[src/rtl/spi_host_ctrl.sv]
module spi_host_ctrl #(
  parameter int AW    = 12,
  parameter int NSS   = 4,
  parameter int DEPTH = 32
) (
  input  logic           clk,
  input  logic           rst_n,
  input  logic [AW-1:0]  bus_addr,
  input  logic           bus_we,
  input  logic           bus_re,
  input  logic [31:0]    bus_wdata,
  output logic [31:0]    bus_rdata,
  output logic           sclk,
  output logic           mosi,
  input  logic           miso,
  output logic [NSS-1:0] ss_n
);
  localparam int PW = $clog2(DEPTH);
  localparam logic [PW:0] FULL = (PW+1)'(DEPTH);
  localparam logic [AW-1:0] A_CTRL = AW'('h000), A_FRM = AW'('h004), A_EN = AW'('h008),
                            A_SS = AW'('h00C), A_BAUD = AW'('h010), A_STAT = AW'('h024),
                            A_TXD = AW'('h400), A_RXD = AW'('h800);
  localparam logic [20:0] CTRL_MASK = 21'h0C17C3;

  typedef enum logic [2:0] {S_IDLE, S_LEAD, S_BITS, S_GAP, S_HOLD} state_t;

  logic [20:0]    ctrl;
  logic [15:0]    frm, baud, tx_sh, rx_sh;
  logic           en;
  logic [NSS-1:0] ss_reg;
  state_t         state;
  logic [5:0]     k;
  logic [14:0]    hcnt;
  logic [16:0]    rem;
  logic [15:0]    txm [DEPTH];
  logic [15:0]    rxm [DEPTH];
  logic [PW:0]    twp, trp, rwp, rrp;

  wire [1:0] fsz  = ctrl[1:0];
  wire       cpha = ctrl[6];
  wire       cpol = ctrl[7];
  wire [1:0] csm  = ctrl[9:8];
  wire       ssd  = ctrl[10];
  wire       lsb  = ctrl[12];
  wire [1:0] tmod = ctrl[19:18];

  wire [4:0]  nb   = (fsz == 2'd0) ? 5'd4 : (fsz == 2'd1) ? 5'd8 : 5'd16;
  wire [14:0] half = (baud[15:1] == 15'd0) ? 15'd1 : baud[15:1];
  wire        tick = (hcnt == half - 15'd1);
  wire        last = (k == {nb, 1'b0} - 6'd1);

  wire tx_empty = (twp == trp);
  wire tx_full  = ((twp - trp) == FULL);
  wire rx_empty = (rwp == rrp);
  wire rx_full  = ((rwp - rrp) == FULL);
  wire need_tx  = (tmod != 2'd2);
  wire need_rx  = (tmod != 2'd1);
  wire ready    = (!need_tx || !tx_empty) && (!need_rx || !rx_full);
  wire busy     = (state != S_IDLE) || (rem != '0);

  wire flush     = bus_we && bus_addr == A_EN && !bus_wdata[0];
  wire frame_end = (state == S_BITS) && tick && last;
  wire load      = !flush && ready && ((state == S_IDLE && rem != '0) || state == S_HOLD ||
                                       (frame_end && csm == 2'd0 && rem > 17'd1));
  wire push_tx   = bus_we && bus_addr == A_TXD && !tx_full;
  wire pop_tx    = load && need_tx;
  wire push_rx   = frame_end && need_rx;
  wire pop_rx    = bus_re && bus_addr == A_RXD && !rx_empty;

  wire [15:0] rx_word = lsb ? (rx_sh >> (5'd16 - nb)) : rx_sh;
  wire        tx_bit  = lsb ? tx_sh[0] : tx_sh[4'(nb - 5'd1)];
  wire [NSS-1:0] ss_w = bus_wdata[NSS-1:0];

  assign sclk = (state == S_BITS) ? (cpol ^ (cpha ? ~k[0] : k[0])) : cpol;
  assign mosi = (state == S_BITS) ? tx_bit : 1'b0;
  assign ss_n = ~(ss_reg & {NSS{state != S_GAP}});

  always_ff @(posedge clk or negedge rst_n) begin
    if (!rst_n) begin
      ctrl <= '0; frm <= '0; en <= 1'b0; ss_reg <= '0; baud <= 16'd2;
    end else if (bus_we) begin
      case (bus_addr)
        A_CTRL: if (!en) ctrl <= bus_wdata[20:0] & CTRL_MASK;
        A_FRM:  frm <= bus_wdata[15:0];
        A_EN:   en <= bus_wdata[0];
        A_SS:   if ((ss_w & (ss_w - 1'b1)) == '0) ss_reg <= ss_w;
        A_BAUD: if (!en) baud <= {bus_wdata[15:1], 1'b0};
        default: ;
      endcase
    end
  end

  always_ff @(posedge clk or negedge rst_n) begin
    if (!rst_n) begin
      state <= S_IDLE; k <= '0; hcnt <= '0; rem <= '0; tx_sh <= '0; rx_sh <= '0;
    end else if (flush) begin
      state <= S_IDLE; k <= '0; hcnt <= '0; rem <= '0;
    end else begin
      if (bus_we && bus_addr == A_EN && bus_wdata[0] && !en) rem <= {1'b0, frm} + 17'd1;
      if (load) begin
        tx_sh <= need_tx ? txm[trp[PW-1:0]] : '0;
        rx_sh <= '0;
      end
      case (state)
        S_IDLE: if (load) begin state <= S_LEAD; k <= '0; hcnt <= '0; end
        S_LEAD:
          if (tick) begin
            hcnt <= '0;
            if (k[0] == ssd) begin state <= S_BITS; k <= '0; end
            else k <= k + 6'd1;
          end else hcnt <= hcnt + 15'd1;
        S_BITS:
          if (tick) begin
            hcnt <= '0;
            if (!k[0]) rx_sh <= lsb ? {miso, rx_sh[15:1]} : {rx_sh[14:0], miso};
            else if (!last) tx_sh <= lsb ? (tx_sh >> 1) : (tx_sh << 1);
            if (last) begin
              rem <= rem - 17'd1;
              k   <= '0;
              if (rem == 17'd1)        state <= S_IDLE;
              else if (csm == 2'd0)    state <= load ? S_BITS : S_HOLD;
              else                     state <= S_GAP;
            end else k <= k + 6'd1;
          end else hcnt <= hcnt + 15'd1;
        S_GAP:
          if (tick) begin
            hcnt <= '0;
            if (k[0] == (csm != 2'd1)) begin state <= S_IDLE; k <= '0; end
            else k <= k + 6'd1;
          end else hcnt <= hcnt + 15'd1;
        S_HOLD: if (load) begin state <= S_BITS; k <= '0; hcnt <= '0; end
        default: state <= S_IDLE;
      endcase
    end
  end

  always_ff @(posedge clk or negedge rst_n) begin
    if (!rst_n) begin
      twp <= '0; trp <= '0; rwp <= '0; rrp <= '0;
    end else if (flush) begin
      twp <= '0; trp <= '0; rwp <= '0; rrp <= '0;
    end else begin
      if (push_tx) twp <= twp + 1'b1;
      if (pop_tx)  trp <= trp + 1'b1;
      if (push_rx) rwp <= rwp + 1'b1;
      if (pop_rx)  rrp <= rrp + 1'b1;
    end
  end

  always_ff @(posedge clk) begin
    if (push_tx) txm[twp[PW-1:0]] <= bus_wdata[15:0];
    if (push_rx) rxm[rwp[PW-1:0]] <= rx_word;
  end

  always_comb begin
    bus_rdata = '0;
    case (bus_addr)
      A_CTRL: bus_rdata[20:0]    = ctrl;
      A_FRM:  bus_rdata[15:0]    = frm;
      A_EN:   bus_rdata[0]       = en;
      A_SS:   bus_rdata[NSS-1:0] = ss_reg;
      A_BAUD: bus_rdata[15:0]    = baud;
      A_STAT: bus_rdata[4:0]     = {rx_full, rx_empty, tx_empty, tx_full, busy};
      A_RXD:  bus_rdata[15:0]    = rx_empty ? 16'd0 : rxm[rrp[PW-1:0]];
      default: ;
    endcase
  end


  ss_onehot_chk: assert property (@(posedge clk) disable iff (!rst_n) $onehot0(~ss_n));

  tx_level_chk: assert property (@(posedge clk) disable iff (!rst_n) (twp - trp) <= FULL);

  rx_level_chk: assert property (@(posedge clk) disable iff (!rst_n) (rwp - rrp) <= FULL);

  abort_chk: assert property (@(posedge clk) disable iff (!rst_n)
    (bus_we && bus_addr == A_EN && !bus_wdata[0]) |=> (state == S_IDLE && rem == '0 && twp == trp && rwp == rrp));

  count_chk: assert property (@(posedge clk) disable iff (!rst_n) frame_end |-> rem != '0);

  idle_clk_chk: assert property (@(posedge clk) disable iff (!rst_n) !busy |-> sclk == ctrl[7]);
endmodule

[config.mk]
export PLATFORM = sky130hd
export DESIGN_NAME = spi_host_ctrl
export DESIGN_NICKNAME = d
export VERILOG_FILES = /design/src/rtl/spi_host_ctrl.sv
export SDC_FILE = /design/constraint.sdc
export NUM_CORES = 2
export LEC_CHECK = 0
export CAP_MARGIN = 25
export CORE_MARGIN = 2
export CORE_UTILIZATION = 28
export DETAILED_ROUTE_END_ITERATION = 10
export PLACE_DENSITY = 0.5
export REMOVE_ABC_BUFFERS = 1
export SYNTH_ARGS = -nofsm -noshare
export SYNTH_HDL_FRONTEND = slang
export SYNTH_SLANG_ARGS = --single-unit
[constraint.sdc]
create_clock -name clk -period 11.6 [get_ports clk]
set_clock_uncertainty 0.15 [all_clocks]
set_input_delay 2.32 -clock clk [delete_from_list [all_inputs] [get_ports clk]]
set_output_delay 2.32 -clock clk [all_outputs]
set_load 0.005 [all_outputs]
# Yosys cells after proc, flatten, opt, wreduce, memory -nomap -nowiden
# Memory sizes are Yosys's and may differ from the RTL's.
# Cells that the tools add are included.
# word_totals
reg_bits	143
ramBits	1024
out_inout_bits	38
elab_cells	202
memories	2
# mem_list
memory	words	word_bits	read_ports	rd_ports_with_merged_regs	wr	line_no	text
rxm	32	16	1	0	1	36	logic [15:0] rxm [DEPTH];
txm	32	16	1	0	1	35	logic [15:0] txm [DEPTH];
# op_classes
n_addsub	15
n_lt_le_gt_ge	2
eq_ne	34
n_shift	1
mux	71
bitwise	6
n_reduce_logical	56
# ops
op	count
two-way mux 16 bit	14
two-way mux 6 bit	16
two-way mux 17 bit	5
two-way mux 15 bit	4
one-hot mux 11 bit (4 select lines)	1
two-way mux 3 bit	12
adder 6 x 1 -> 6 bit, second input constant	5
one-hot mux 15 bit (2 select lines)	1
== test 12 x 4 -> 1 bit, second input constant	2
!= test 3 bit, second input constant	8
one-hot mux 6 bit (4 select lines)	1
== test 6 bit	3
logical AND 1 bit	18
one-hot mux 3 bit (6 select lines)	1
adder 16 x 1 -> 17 bit, second input constant	1
== test 17 x 1 -> 1 bit, second input constant	1
greater-than comparator 17 x 1 -> 1 bit, second input constant	1
nonzero test 17 bit	1
subtractor 17 x 1 -> 17 bit, second input constant	1
right shift 16 x 5 -> 16 bit	1
adder 15 x 1 -> 15 bit, second input constant	1
== test 15 bit	1
zero test 15 bit	1
one-hot mux 3 bit (5 select lines)	1
46 further kinds	84

# Logic depth before layout (Yosys ltp)
# depth
depth_word	17
ltp_mapped	16
depth_no_buf	12

# Worst setup path before layout
# No wires, ideal clock.
# synth_timing
path_kind	in2out
from	input port bus_addr[1]
to	output port bus_rdata[12]
t_arrival_ns	4.346
path_slack_ns	4.784
path_stages	7
path_cell_list	or4_1 -> nor2_1 -> nand3_1 -> nor4b_1 -> clkbuf_1 -> a222oi_1 -> o21ai_0
# synth_between
elab_chain_cells	2
word_cells_on_any_way	5
# synth_rtl
element	line_no	text
start, declared	8	input logic [AW-1:0] bus_addr,
== test 12 bit (tied with other cells)	157	case (bus_addr)
one-hot mux 11 bit (4 select lines) (*)	157	
end, declared	12	output logic [31:0] bus_rdata,
# Every way passes the cells marked *; elsewhere a longest branch is shown, timed or not.

# Worst setup path after layout
# layout_timing
from	input port bus_addr[4]
to	output port bus_rdata[6]
# The elaborated chain is that of the path after synthesis.

==> impl_metrics.py <==
metrics = {
    "drt": {
        "routed_via_density": 4.85,
        "post-route-drc-count": 0,
        "routed_wl_mm": 127,
        "drt-pass1-iter-count": 5,
        "drtAntennaViolNets": 0,
        "routedWlPerCell_um": 24.8,
        "via_count": 24900,
        "first_iter_violations": 2409,
    },
    "die": {
        "die_h_um": 419,
        "num_rows": 152,
        "core-area_mm2": 0.172,
        "die_area_mm2": 0.176,
        "initial_core_util_pct": 28.2,
        "die_w_um": 419,
        "io_pins": 87,
    },
    "global_route": {
        "track_usage_pct": 14.3,
        "grt_use_met3_pct": 2.02,
        "antenna_found_initial": 11,
        "grt.met2_usage_pct": 23.6,
        "grt_max_degree": 90,
        "top_usage_layer": "met2",
        "use_met1_pct": 19.7,
        "overflow": 0,
        "grt_pass1_wl_mm": 182,
        "grt_pass1_vias": 24900,
    },
    "final_layout": {
        "stdcell_area_mm2": 0.0561,
        "nNetsFinal": 2794,
        "area_delta_synth_final_pct": 16.1,
        "instances_no_fill": 5130,
        "final_core_util_pct": 32.7,
        "n_fill_cell": 16500,
        "drive_gt1_share_pct": 27.5,
    },
    "synthesis": {
        "synth_cell_types": 77,
        "ys_seq_area_share_pct": 71.0,
        "synth_top_cell_by_area": "edfxtp_1",
        "syn_area_mm2": 0.0483,
        "synth_edf_count": 1024,
        "synth_common_cells": "edfxtp_1, mux4_2, nor2_1",
        "synth-async-reset-ratio_pct": 12.3,
        "yosysMostFrequentCell": "edfxtp_1",
        "synth-main-ff-cell": "edfxtp_1",
        "yosys-top-cells-area": "edfxtp_1, mux4_2, dfrtp_1",
        "synthCells": 2559,
        "yosysTopAreaCellShare_pct": 63.6,
        "postSynthAreaPerCell_um2": 18.9,
        "synth_seq_cells": 1167,
        "ys_warn_count": 0,
    },
    "sta": {
        "fin_crit_ns": 8.72,
        "hold_violations": 0,
        "setup_slack_ns": 2.88,
        "tightest_slew_ns": 0.961,
        "fin_hold_ws_ns": 0.371,
        "max_freq_mhz": 115,
        "finalSetupTns_ns": 0,
        "period_share_pct": 75.2,
        "drv_slew": 0,
        "finalSetupViolCount": 0,
        "rsz0062_at_grt": "no",
        "relSlewSlack_pct": 35.9,
    },
    "power": {
        "peakVddDrop_mv": 0.133,
        "total_power_mw": 10.1,
        "p_per_area_mw_per_mm2": 181,
        "cellLeakagePower_nw": 18.2,
    },
    "job": {
        "maxCapViolCount": 0,
    },
    "clock_tree": {
        "holdBufCountCts": 0,
        "cts_root_buffer": "clkbuf_16",
        "clock_latency_ns": 0.74,
        "cts.repair.resized": 0,
        "cts.sinks": 1167,
        "clk_pin_slew_worst_paths_ns": 0.06,
        "post_cts_buffers": 0,
        "cts_tree": "done",
        "cts_buffers": 114,
        "cts_max_path_buffers": 3,
        "htreeDepth": 3,
    },
    "worst_hold_path": {
        "hold_path.class": "flip-flop to flip-flop",
    },
    "placed_design": {
        "io_buffers": 58,
        "dp_hpwl_mm": 73.8,
        "post-place-ws_ns": 2.73,
        "post_dp_cell_area_mm2": 0.0524,
        "gp_congestion": 0.788,
        "placed_cells": 4910,
    },
    "setup_path": {
        "end_kind": "output pin",
        "critPathKind": "input pin to output pin",
        "worstSetupStartpointType": "input pin",
        "worst-path-max-fanout": 12,
        "arrival_ns": 6.25,
        "worstPathRequired_ns": 9.13,
    },
    "outcome": {
        "outcome": "complete, no violations",
    },
}
[kinds of logic (layout without fill, tap and decap cells)]
| group | count (synthesis) | count (layout) | share of synthesized area, % |
|---|---|---|---|
| compound gates | 258 | 258 | 3.61 |
| xor+xnor | 57 | 57 | 1.03 |
| fa+ha+maj | 29 | 29 | 0.746 |
| buf+inv | 182 | 425 | 1.59 |
| flops | 1167 | 1167 | 71.0 |
| mux | 437 | 437 | 17.5 |
| other cells | 1 | 19 | 0.00776 |
| simple gates | 428 | 428 | 4.47 |
[layout make-up]
class                           count  area [um2]  area share [%]
Sequential cell                  1167       34300            61.2
Multi-Input combinational cell   1223       13500            24.0
Clock buffer                      138        2990            5.34
Tap cell                         2310        2890            5.15
Timing Repair Buffer              182        1620            2.88
Clock inverter                     76         647            1.15
Inverter                           29         109           0.194
Antenna cell                        5        12.5          0.0223
[power by group]
group	internal [mW]	switching [mW]	total [mW]
clock	2.02	1.63	3.65
sequential	4.62	0.117	4.74
combinational	0.821	0.932	1.75
total	7.46	2.68	10.1
[cell usage in the layout, fill, tap and decap left out, types with 58 or more instances in the layout]
cell type / count
edfxtp_1: 1024
mux4_2: 320
dfrtp_1: 135
mux2i_1: 58
mux2_2: 59
nand2_1: 91
buf_4: 114
nor2_1: 81
o21ai_0: 78
nor2_2: 64
clkbuf_16: 115
[critical path, cell delays in order]
cell and delay [ns]:
clkdlybuf4s50_1 0.46, or4_1 0.58, or4_1 0.65, nor2_1 0.69
a222oi_1 0.39, o21ai_1 0.51, clkdlybuf4s50_1 0.63
[layer usage]
layer,routed length [um],share of wire (%)
met1,55900,44
met2,62400,49
met3,5460,4.3
met4,3350,2.6
met5,0,0
[path summary, 6_finish.rpt]
check | start | end | slack, ns | depth (start not counted)
max | bus_addr[4] | bus_rdata[6] | 2.88 | 7
min | k[1] | k[1] | 0.37 | 2
max reg2reg | baud[3] | rxm[17][5] | 5.50 | 14
min reg2reg | k[1] | k[1] | 0.37 | 2
max in group asynchronous | rst_n | rrp[1] | 8.25 | 2
min in group asynchronous | rst_n | hcnt[2] | 1.52 | 1
Note: power is estimated with default switching activity, not from simulation.
